File: config.mk
export PLATFORM = sky130hd
export DESIGN_NAME = snd_sample_fifo
export DESIGN_NICKNAME = d
export VERILOG_FILES = /design/src/rtl/snd_fifo_pkg.sv /design/src/rtl/snd_fifo_store.sv /design/src/rtl/snd_fifo_status.sv /design/src/rtl/snd_sample_fifo.sv
export SDC_FILE = /design/constraint.sdc
export NUM_CORES = 1
export LEC_CHECK = 0
export BUFFER_PORTS_ARGS = -buffer_cell sky130_fd_sc_hd__clkbuf_2
export CAP_MARGIN = 10
export CORE_ASPECT_RATIO = 0.75
export CORE_MARGIN = 10
export CORE_UTILIZATION = 58
export CTS_BUF_LIST = sky130_fd_sc_hd__clkbuf_4 sky130_fd_sc_hd__clkbuf_8
export DETAILED_ROUTE_END_ITERATION = 7
export PLACE_DENSITY = 0.83
export SLEW_MARGIN = 15
export SYNTH_ARGS = -nofsm -noshare
export SYNTH_HDL_FRONTEND = slang
export SYNTH_HIERARCHICAL = 1
export SYNTH_SLANG_ARGS = --single-unit
File: constraint.sdc
create_clock -name clk -period 2.6 [get_ports clk]
set_input_delay 0 -clock clk [delete_from_list [all_inputs] [get_ports clk]]
set_output_delay 0 -clock clk [all_outputs]
set_load 0.02 [all_outputs]
File: src/rtl/snd_fifo_pkg.sv
package snd_fifo_pkg;

    // control word written by software
    localparam int CSR_WR_W       = 6;
    localparam int CSR_LVL_LSB    = 0;
    localparam int CSR_FLUSH_BIT  = 2;
    localparam int CSR_ERRCLR_BIT = 3;
    localparam int CSR_AIE_BIT    = 4;
    localparam int CSR_EIE_BIT    = 5;

    typedef enum logic [1:0] {
        LVL_ONE    = 2'd0,
        LVL_FOUR   = 2'd1,
        LVL_EIGHT  = 2'd2,
        LVL_TWELVE = 2'd3
    } lvl_code_e;

    function automatic int lvl_slots(lvl_code_e code);
        case (code)
            LVL_ONE:   return 1;
            LVL_FOUR:  return 4;
            LVL_EIGHT: return 8;
            default:   return 12;
        endcase
    endfunction

endpackage

File: src/rtl/snd_fifo_store.sv
module snd_fifo_store #(
    parameter int WIDTH = 32,
    parameter int DEPTH = 16,
    localparam int PTR_W = $clog2(DEPTH),
    localparam int OCC_W = $clog2(DEPTH + 1)
) (
    input  logic             clk,
    input  logic             rst_n,
    input  logic             flush,
    input  logic             push,
    input  logic [WIDTH-1:0] push_data,
    input  logic             pop,
    output logic [WIDTH-1:0] head,
    output logic [OCC_W-1:0] occ,
    output logic             full,
    output logic             empty,
    output logic             push_rej,
    output logic             pop_rej
);
    typedef struct packed {
        logic [DEPTH-1:0][WIDTH-1:0] mem;
        logic [PTR_W-1:0]            wp;
        logic [PTR_W-1:0]            rp;
        logic [OCC_W-1:0]            occ;
    } store_t;

    store_t st_d, st_q;
    logic   do_push, do_pop;

    function automatic logic [PTR_W-1:0] bump(logic [PTR_W-1:0] p);
        return (p == PTR_W'(DEPTH - 1)) ? '0 : p + 1'b1;
    endfunction

    always_comb begin
        full     = (st_q.occ == OCC_W'(DEPTH));
        empty    = (st_q.occ == '0);
        do_push  = push && !full && !flush;
        do_pop   = pop && !empty && !flush;
        push_rej = push && full && !flush;
        pop_rej  = pop && empty && !flush;

        st_d = st_q;
        if (flush) begin
            st_d.wp  = '0;
            st_d.rp  = '0;
            st_d.occ = '0;
        end else begin
            if (do_push) begin
                st_d.mem[st_q.wp] = push_data;
                st_d.wp           = bump(st_q.wp);
            end
            if (do_pop) begin
                st_d.rp = bump(st_q.rp);
            end
            case ({do_push, do_pop})
                2'b10:   st_d.occ = st_q.occ + 1'b1;
                2'b01:   st_d.occ = st_q.occ - 1'b1;
                default: st_d.occ = st_q.occ;
            endcase
        end
    end

    always_ff @(posedge clk or negedge rst_n) begin
        if (!rst_n) st_q <= '0;
        else        st_q <= st_d;
    end

    assign head = st_q.mem[st_q.rp];
    assign occ  = st_q.occ;


    occ_in_range_chk: assert property (@(posedge clk) disable iff (!rst_n)
        st_q.occ <= OCC_W'(DEPTH));


    flush_empties_chk: assert property (@(posedge clk) disable iff (!rst_n)
        flush |=> (occ == '0));


    push_grows_chk: assert property (@(posedge clk) disable iff (!rst_n)
        (push && !full && !pop && !flush) |=> (occ == $past(occ) + 1'b1));


    full_push_keeps_head_chk: assert property (@(posedge clk) disable iff (!rst_n)
        (push && full && !pop && !flush) |=> $stable(head));

endmodule

File: src/rtl/snd_fifo_status.sv
module snd_fifo_status
    import snd_fifo_pkg::*;
#(
    parameter int DEPTH = 16,
    parameter bit IS_TX = 1'b0,
    localparam int OCC_W = $clog2(DEPTH + 1)
) (
    input  logic                clk,
    input  logic                rst_n,
    input  logic                csr_wr,
    input  logic [CSR_WR_W-1:0] csr_wdata,
    input  logic [OCC_W-1:0]    occ,
    input  logic                err_evt,
    output lvl_code_e           level,
    output logic [OCC_W-1:0]    count,
    output logic                attn,
    output logic                err,
    output logic                aie,
    output logic                eie,
    output logic                irq
);
    typedef struct packed {
        lvl_code_e lvl;
        logic      aie;
        logic      eie;
        logic      err;
    } stat_t;

    stat_t st_d, st_q;

    generate
        if (IS_TX) begin : g_free
            assign count = OCC_W'(DEPTH) - occ;
        end else begin : g_used
            assign count = occ;
        end
    endgenerate

    always_comb begin
        st_d = st_q;
        if (csr_wr) begin
            st_d.lvl = lvl_code_e'(csr_wdata[CSR_LVL_LSB +: 2]);
            st_d.aie = csr_wdata[CSR_AIE_BIT];
            st_d.eie = csr_wdata[CSR_EIE_BIT];
            if (csr_wdata[CSR_ERRCLR_BIT]) st_d.err = 1'b0;
        end
        if (err_evt) st_d.err = 1'b1;
    end

    always_ff @(posedge clk or negedge rst_n) begin
        if (!rst_n) st_q <= '{lvl: LVL_ONE, aie: 1'b0, eie: 1'b0, err: 1'b0};
        else        st_q <= st_d;
    end

    always_comb begin
        level = st_q.lvl;
        aie   = st_q.aie;
        eie   = st_q.eie;
        err   = st_q.err;
        attn  = (int'(count) >= lvl_slots(st_q.lvl));
        irq   = (attn && st_q.aie) || (st_q.err && st_q.eie);
    end


    err_sets_chk: assert property (@(posedge clk) disable iff (!rst_n)
        err_evt |=> err);


    err_sticky_chk: assert property (@(posedge clk) disable iff (!rst_n)
        (err && !(csr_wr && csr_wdata[CSR_ERRCLR_BIT])) |=> err);


    irq_needs_enable_chk: assert property (@(posedge clk) disable iff (!rst_n)
        irq |-> (aie || eie));


    attn_zero_chk: assert property (@(posedge clk) disable iff (!rst_n)
        (count == '0) |-> !attn);

endmodule

File: src/rtl/snd_sample_fifo.sv
module snd_sample_fifo
    import snd_fifo_pkg::*;
#(
    parameter int WIDTH = 32,
    parameter int DEPTH = 16,
    parameter bit IS_TX = 1'b0,
    localparam int OCC_W  = $clog2(DEPTH + 1),
    localparam int RD_LVL = OCC_W,
    localparam int RD_ATN = OCC_W + 2,
    localparam int RD_ERR = OCC_W + 3,
    localparam int RD_AIE = OCC_W + 4,
    localparam int RD_EIE = OCC_W + 5,
    localparam int RD_W   = OCC_W + 6
) (
    input  logic                clk,
    input  logic                rst_n,
    input  logic                push,
    input  logic [WIDTH-1:0]    push_data,
    output logic                full,
    input  logic                pop,
    output logic [WIDTH-1:0]    pop_data,
    output logic                empty,
    input  logic                csr_wr,
    input  logic [CSR_WR_W-1:0] csr_wdata,
    output logic [RD_W-1:0]     csr_rdata,
    output logic                irq
);
    logic             flush, push_rej, pop_rej, err_evt;
    logic [OCC_W-1:0] occ, count;
    lvl_code_e        level;
    logic             attn, err, aie, eie;

    assign flush   = csr_wr && csr_wdata[CSR_FLUSH_BIT];
    assign err_evt = IS_TX ? pop_rej : push_rej;

    snd_fifo_store #(.WIDTH(WIDTH), .DEPTH(DEPTH)) u_store (
        .clk(clk), .rst_n(rst_n), .flush(flush),
        .push(push), .push_data(push_data), .pop(pop),
        .head(pop_data), .occ(occ), .full(full), .empty(empty),
        .push_rej(push_rej), .pop_rej(pop_rej)
    );

    snd_fifo_status #(.DEPTH(DEPTH), .IS_TX(IS_TX)) u_status (
        .clk(clk), .rst_n(rst_n), .csr_wr(csr_wr), .csr_wdata(csr_wdata),
        .occ(occ), .err_evt(err_evt), .level(level), .count(count),
        .attn(attn), .err(err), .aie(aie), .eie(eie), .irq(irq)
    );

    always_comb begin
        csr_rdata                 = '0;
        csr_rdata[OCC_W-1:0]      = count;
        csr_rdata[RD_LVL +: 2]    = level;
        csr_rdata[RD_ATN]         = attn;
        csr_rdata[RD_ERR]         = err;
        csr_rdata[RD_AIE]         = aie;
        csr_rdata[RD_EIE]         = eie;
    end

endmodule

==> results of run 1 <==
-- how the worst min path moves through the flow --
stage                   endpoint  depth (start not counted)
3_3_place_gp   u_store/st_q[218]                          1
6_report       u_store/st_q[193]                          3
5_1_grt        u_store/st_q[193]                          3
2_1_floorplan       u_status/aie                          0
3_5_place_dp   u_store/st_q[250]                          1
4_1_cts        u_store/st_q[193]                          3
-- timing repair --
action,in CTS,in global routing
endpoints found under the setup margin,32,32
hold buffers,52,0
pin swaps,20,18
hold endpoints to repair,989,0
buffers inserted,27,23
gates resized for setup,102,79
cloned,2,4
-- through the flow --
step,instances,instance area [sq um],setup slack (ns)
2_1_floorplan,1573,24700,0.0506
3_3_place_gp,2167,26000,0.149
3_5_place_dp,2167,26000,0.170
4_1_cts,2393,29000,-0.113
5_1_grt,2419,29500,-0.137
6_report,2421,29500,-0.0995
-- report_power, final --
| group | switching (uW) | total, uW | internal (uW) |
|---|---|---|---|
| Clock | 3280 | 7370 | 4100 |
| Sequential | 1160 | 11400 | 10200 |
| Combinational | 5790 | 12700 | 6930 |
| Total | 10200 | 31500 | 21200 |
-- final cells by class --
type	count	area [sq um]	share of cell area
multi-input combinational	892	10800	0.367
tap	569	712	0.0241
sequential	530	13300	0.450
clock buffer	130	1630	0.0554
clock inverter	15	123	0.00416
timing repair buffer	276	2880	0.0976
antenna	2	5.00	0.000170
inverter	7	26.3	0.000891
-- worst max-delay path: cells and delay by family (launching register included) --
| family | cells | cell delay [ns] |
|---|---|---|
| AOI/OAI and AO/OA | 2 | 0.38 |
| buffers and inverters | 4 | 0.71 |
| DFF | 1 | 0.44 |
| muxes | 1 | 0.50 |
-- metal layers --
layer | share of wire | track usage | up-vias
met5 | 0.00021 | 0 | -
met4 | 0.026 | 0.0776 | 2
met3 | 0.066 | 0.0523 | 113
met2 | 0.48 | 0.368 | 515
met1 | 0.43 | 0.322 | 8167
li1 | - | - | 6255
-- registers in the layout (all words and copies together) (netlist names) --
name,count
u_store/st_q,520
u_status/level,2
u_status/err,1
u_status/eie,1
u_status/aie,1
u_store/occ,5
-- layout by cell type, fill, tap and decap left out, types with 3 or more instances in the layout --
cell / count
dlygate4sd3_1: 52
buf_6: 25
a21oi_2: 17
nand2_2: 3
nor3_2: 4
clkbuf_8: 115
dfrtp_1: 526
mux2_1: 20
dfrtp_4: 3
clkinv_2: 8
buf_12: 36
clkbuf_16: 4
buf_8: 6
nor2_4: 9
nand2_1: 22
a211oi_2: 31
mux2_2: 495
clkbuf_2: 55
buf_4: 74
buf_16: 5
inv_1: 7
buf_2: 4
clkbuf_4: 30
nor2b_1: 25
nand3_1: 3
mux4_2: 128
xor2_1: 4
mux2i_1: 24
mux2i_2: 12
nor2_1: 13
ha_1: 10
clkinvlp_4: 4
o21ai_0: 6
nor2b_4: 10
a21oi_1: 24
==> results_dict.tcl, run 1 <==
set metrics [dict create \
    timing.final.crit_share 1.04 \
    cts_max_level 3 \
    wl_per_cell_um 25.1 \
    cts.sinks 530 \
    antenna_found_initial 3 \
    fin_util 0.701 \
    r2r-end "u_store/occ[4]" \
    insertion_delay_ns 0.65 \
    numCtsBuffers 83 \
    crit_path_cell_trace "buf_12, buf_16, buf_4, mux4_2, a211oi_1, a21oi_1, buf_4" \
    grt_max_degree 83 \
    numPortBuffers 88 \
    r2r_cells 9 \
    final_nets 1843 \
    critPathMaxStageDelay_ns 0.50 \
    power_per_cell_area_mw_per_mm2 1070 \
    dr.pass1.iters 5 \
    start_util 0.586 \
    grt_pass1_wl_um 93600 \
    drt_iter0_markers 1412 \
    drive_gt1_frac 0.590 \
    critPathLaunchType "register" \
    timing.fmax_ghz 0.370 \
    routed_wl_um 60700 \
    timing.hold.ws_ns 0.367 \
    syn-num-nets 1626 \
    ant_nets 0 \
    rrSetupSlack_ns 0.11 \
    route.detailed.drc 0 \
    fillCellCount 2477 \
    gp_congestion 0.822 \
    grt.total_usage 0.235 \
    clockRootBuffer "clkbuf_8" \
    dp_hpwl_um 33900 \
    tns_ns -0.525 \
    tightest_slew_ns 1.06 \
    drv_slew 0 \
    hold_viol_final 0 \
    rsz0062_at_grt "yes" \
    outcome "complete, but fails checks" \
    endpoint_kind "primary output" \
    fin_crit_ns 2.70 \
    ios 89 \
    clock_skew_ns 0.0173 \
    max-cap-violations 0 \
    cts_tree "done" \
    die_area_sq_mm 0.0512 \
    design.core.area_sq_mm 0.0420 \
    power_uw 31500 \
    irDropWorstVdd_v 0.000645 \
    cp.required_ns 2.60 \
    p_leak_uw 0.0136 \
    min_from "push_data[20]" \
    yosysWarnings 6 \
    clkTransAtPathRegs_ns 0.07 \
    grt_pass1_vias 15900 \
    areaGrowthSynthToFinish_pct 19.6 \
    fin_ws_ns -0.0995 \
    synth.cell_area_sq_mm 0.0247 \
    cp.arrival_ns 2.70 \
    cpMaxStageDelayCell "mux4_2" \
    avgSynthCellArea_sq_um 15.7 \
    via_per_inst 6.22 \
    startpoint "u_store/st_q[5]" \
    critPathKind "reg -> out" \
    syn_inst 1573 \
    chipHeight_um 199 \
    finalSetupViolations 16 \
    overflow 0 \
    path_common_cell "buf_4" \
    crit_fanout 8 \
    rows 65 \
    reg2reg_from "u_store/occ[3]" \
    num_vias 15100 \
    cts_buffer_depth 3 \
    worstSetupEndpoint "pop_data[31]" \
    violations "setup timing" \
    hp-class "in -> reg" \
    die_w_um 258 \
    relSlewSlack 0.290 \
]
(Power assumes the default switching activity.)
==> run 2: changes to the inputs <==
--- a/config.mk
+++ b/config.mk
@@ -5,7 +5,7 @@
 export SDC_FILE = /design/constraint.sdc
 export NUM_CORES = 1
 export LEC_CHECK = 0
-export BUFFER_PORTS_ARGS = -buffer_cell sky130_fd_sc_hd__clkbuf_2
+export BUFFER_PORTS_ARGS = -buffer_cell sky130_fd_sc_hd__buf_2
 export CAP_MARGIN = 10
 export CORE_ASPECT_RATIO = 0.75
 export CORE_MARGIN = 10
==> results_dict.tcl, run 2 (synthesis results as in run 1) <==
set metrics [dict create \
    met1_usage 0.321 \
    power_uw 31100 \
    path_buf_inv 5 \
    rows 65 \
    crit_family "buffers and inverters" \
    cts_max_level 3 \
    routed_wl_um 61000 \
    fillCellCount 2547 \
    cp.required_ns 2.60 \
    dr.pass1.iters 5 \
    power_per_cell_area_mw_per_mm2 1070 \
    areaGrowthSynthToFinish_pct 18.4 \
    crit_path_cell_trace "buf_8, buf_6, clkbuf_16, buf_4, mux4_2, a211oi_2, a21oi_2, buf_6" \
    crit_fanout 5 \
    cts_buffer_depth 3 \
    largest_register_ffs 520 \
    finalSetupViolations 15 \
    most-common-layout-cells "526 x dfrtp_1, 495 x mux2_2, 128 x mux4_2" \
    design.core.area_sq_mm 0.0420 \
    dp_hpwl_um 33500 \
    cp.arrival_ns 2.67 \
    insertion_delay_ns 0.66 \
    grt_pass1_wl_um 94700 \
    overflow 0 \
    start_util 0.586 \
    path_common_cell "buf_6" \
    route.detailed.drc 0 \
    numCtsBuffers 81 \
    grt_pass1_vias 16100 \
    gp_congestion 0.798 \
    drive_gt1_frac 0.581 \
    post-place-ws_ns 0.0966 \
    antenna_found_initial 3 \
    irDropWorstVdd_v 0.000739 \
    p_leak_uw 0.0134 \
    ant_nets 0 \
    wl_per_cell_um 25.5 \
    final_nets 1815 \
    hold_viol_final 0 \
    regMostFlops "u_store/st_q" \
    critPathKind "reg -> out" \
    die_area_sq_mm 0.0512 \
    fin_crit_ns 2.67 \
    relSlewSlack 0.594 \
    ios 89 \
    timing.final.crit_share 1.03 \
    num_vias 14800 \
    outcome "complete, but fails checks" \
    clock_skew_ns 0.0476 \
    clkTransAtPathRegs_ns 0.07 \
    max-cap-violations 0 \
    grt.total_usage 0.238 \
    grtUsageMet2 0.383 \
    timing.hold.ws_ns 0.0839 \
    cts_tree "done" \
    drv_slew 0 \
    timing.fmax_ghz 0.374 \
    tightest_slew_ns 0.609 \
    fin_ws_ns -0.0745 \
    chipHeight_um 199 \
    numPortBuffers 88 \
    violations "setup timing" \
    via_per_inst 6.18 \
    cts.sinks 530 \
    critPathMaxStageDelay_ns 0.51 \
    drt_iter0_markers 1303 \
    clockRootBuffer "clkbuf_8" \
    final_common_cell "dfrtp_1" \
    die_w_um 258 \
    met3_usage 0.0463 \
    rsz0062_at_grt "yes" \
    endpoint_kind "primary output" \
    grt_most_used_layer "met2" \
    critPathLaunchType "register" \
    hp-class "in -> async" \
    grt_max_degree 71 \
    cpMaxStageDelayCell "dfrtp_4" \
]
[run 2: changes by cell type in the layout (fill, tap and decap cells not counted), sizes merged]
cell	previous run	this run
bufinv	1	2
buf	150	199
clkbuf	204	129
dlygate4sd3	52	49
[run 2: per-stage QoR]
stage               TNS [ns]  std cells  cell area [sq um]   util
floorplan                  0       1573              24700      -
global placement           0       2157              25900  0.616
detailed placement         0       2157              25900  0.616
CTS                   -0.892       2382              28900  0.688
global route           -2.25       2391              29200  0.694
finish                -0.427       2393              29200  0.694
[run 2: worst paths after layout]
path | from | endpoint | slack [ns] | cells past startpoint
worst min-delay path | rst_n | u_store/st_q[165] | 0.08 | 3
max in group asynchronous | rst_n | u_store/st_q[207] | 2.10 | 3
worst min register to register | u_store/st_q[309] | u_store/st_q[309] | 0.49 | 1
worst max register to register | u_store/occ[0] | u_store/occ[4] | 0.08 | 9
worst max-delay path | u_store/st_q[5] | pop_data[30] | -0.07 | 8
min in group clk | csr_wr | u_store/st_q[6] | 0.08 | 4
[run 2: worst reg2reg max path, cell delays in order (launching register included)]
cell     delay [ns]
dfrtp_1        0.41
nor4_4         0.38
mux2i_2        0.29
xor2_1         0.12
ha_2           0.22
or3_1          0.30
a21oi_1        0.14
mux2i_1        0.10
or4_1          0.39
o21ai_1        0.08
[run 2: what timing repair did]
| action | 4_1_cts | 5_1_grt |
|---|---|---|
| hold endpoints to repair | 1059 | 0 |
| endpoints found under the setup margin | 32 | 33 |
| pin swaps | 17 | 26 |
| buffers inserted | 29 | 9 |
| gates cloned | 5 | 2 |
| hold buffers | 50 | 0 |
| gates resized for setup | 103 | 48 |
[run 2: per-layer routing]
layer,share of wire,wire length (um),vias up
li1,-,-,6220
met1,0.42,25900,7950
met2,0.49,30000,524
met3,0.063,3870,93
met4,0.020,1200,2
met5,0.00021,13,-
[run 2: final cells by class]
class	instances	area, sq um	share of cell area
diodes	2	5.00	0.000171
clock buffers	127	1600	0.0549
well taps	569	712	0.0244
multi-input cells	892	10800	0.371
inverters	7	26.3	0.000900
flip-flops and latches	530	13300	0.455
repair buffers	250	2590	0.0887
clock inverters	16	161	0.00553
[run 2: where the power goes]
group          leakage [uW]  internal (uW)  switching [uW]
logic               0.00542           6590            5710
registers           0.00706          10200            1160
clock network      0.000927           4140            3290
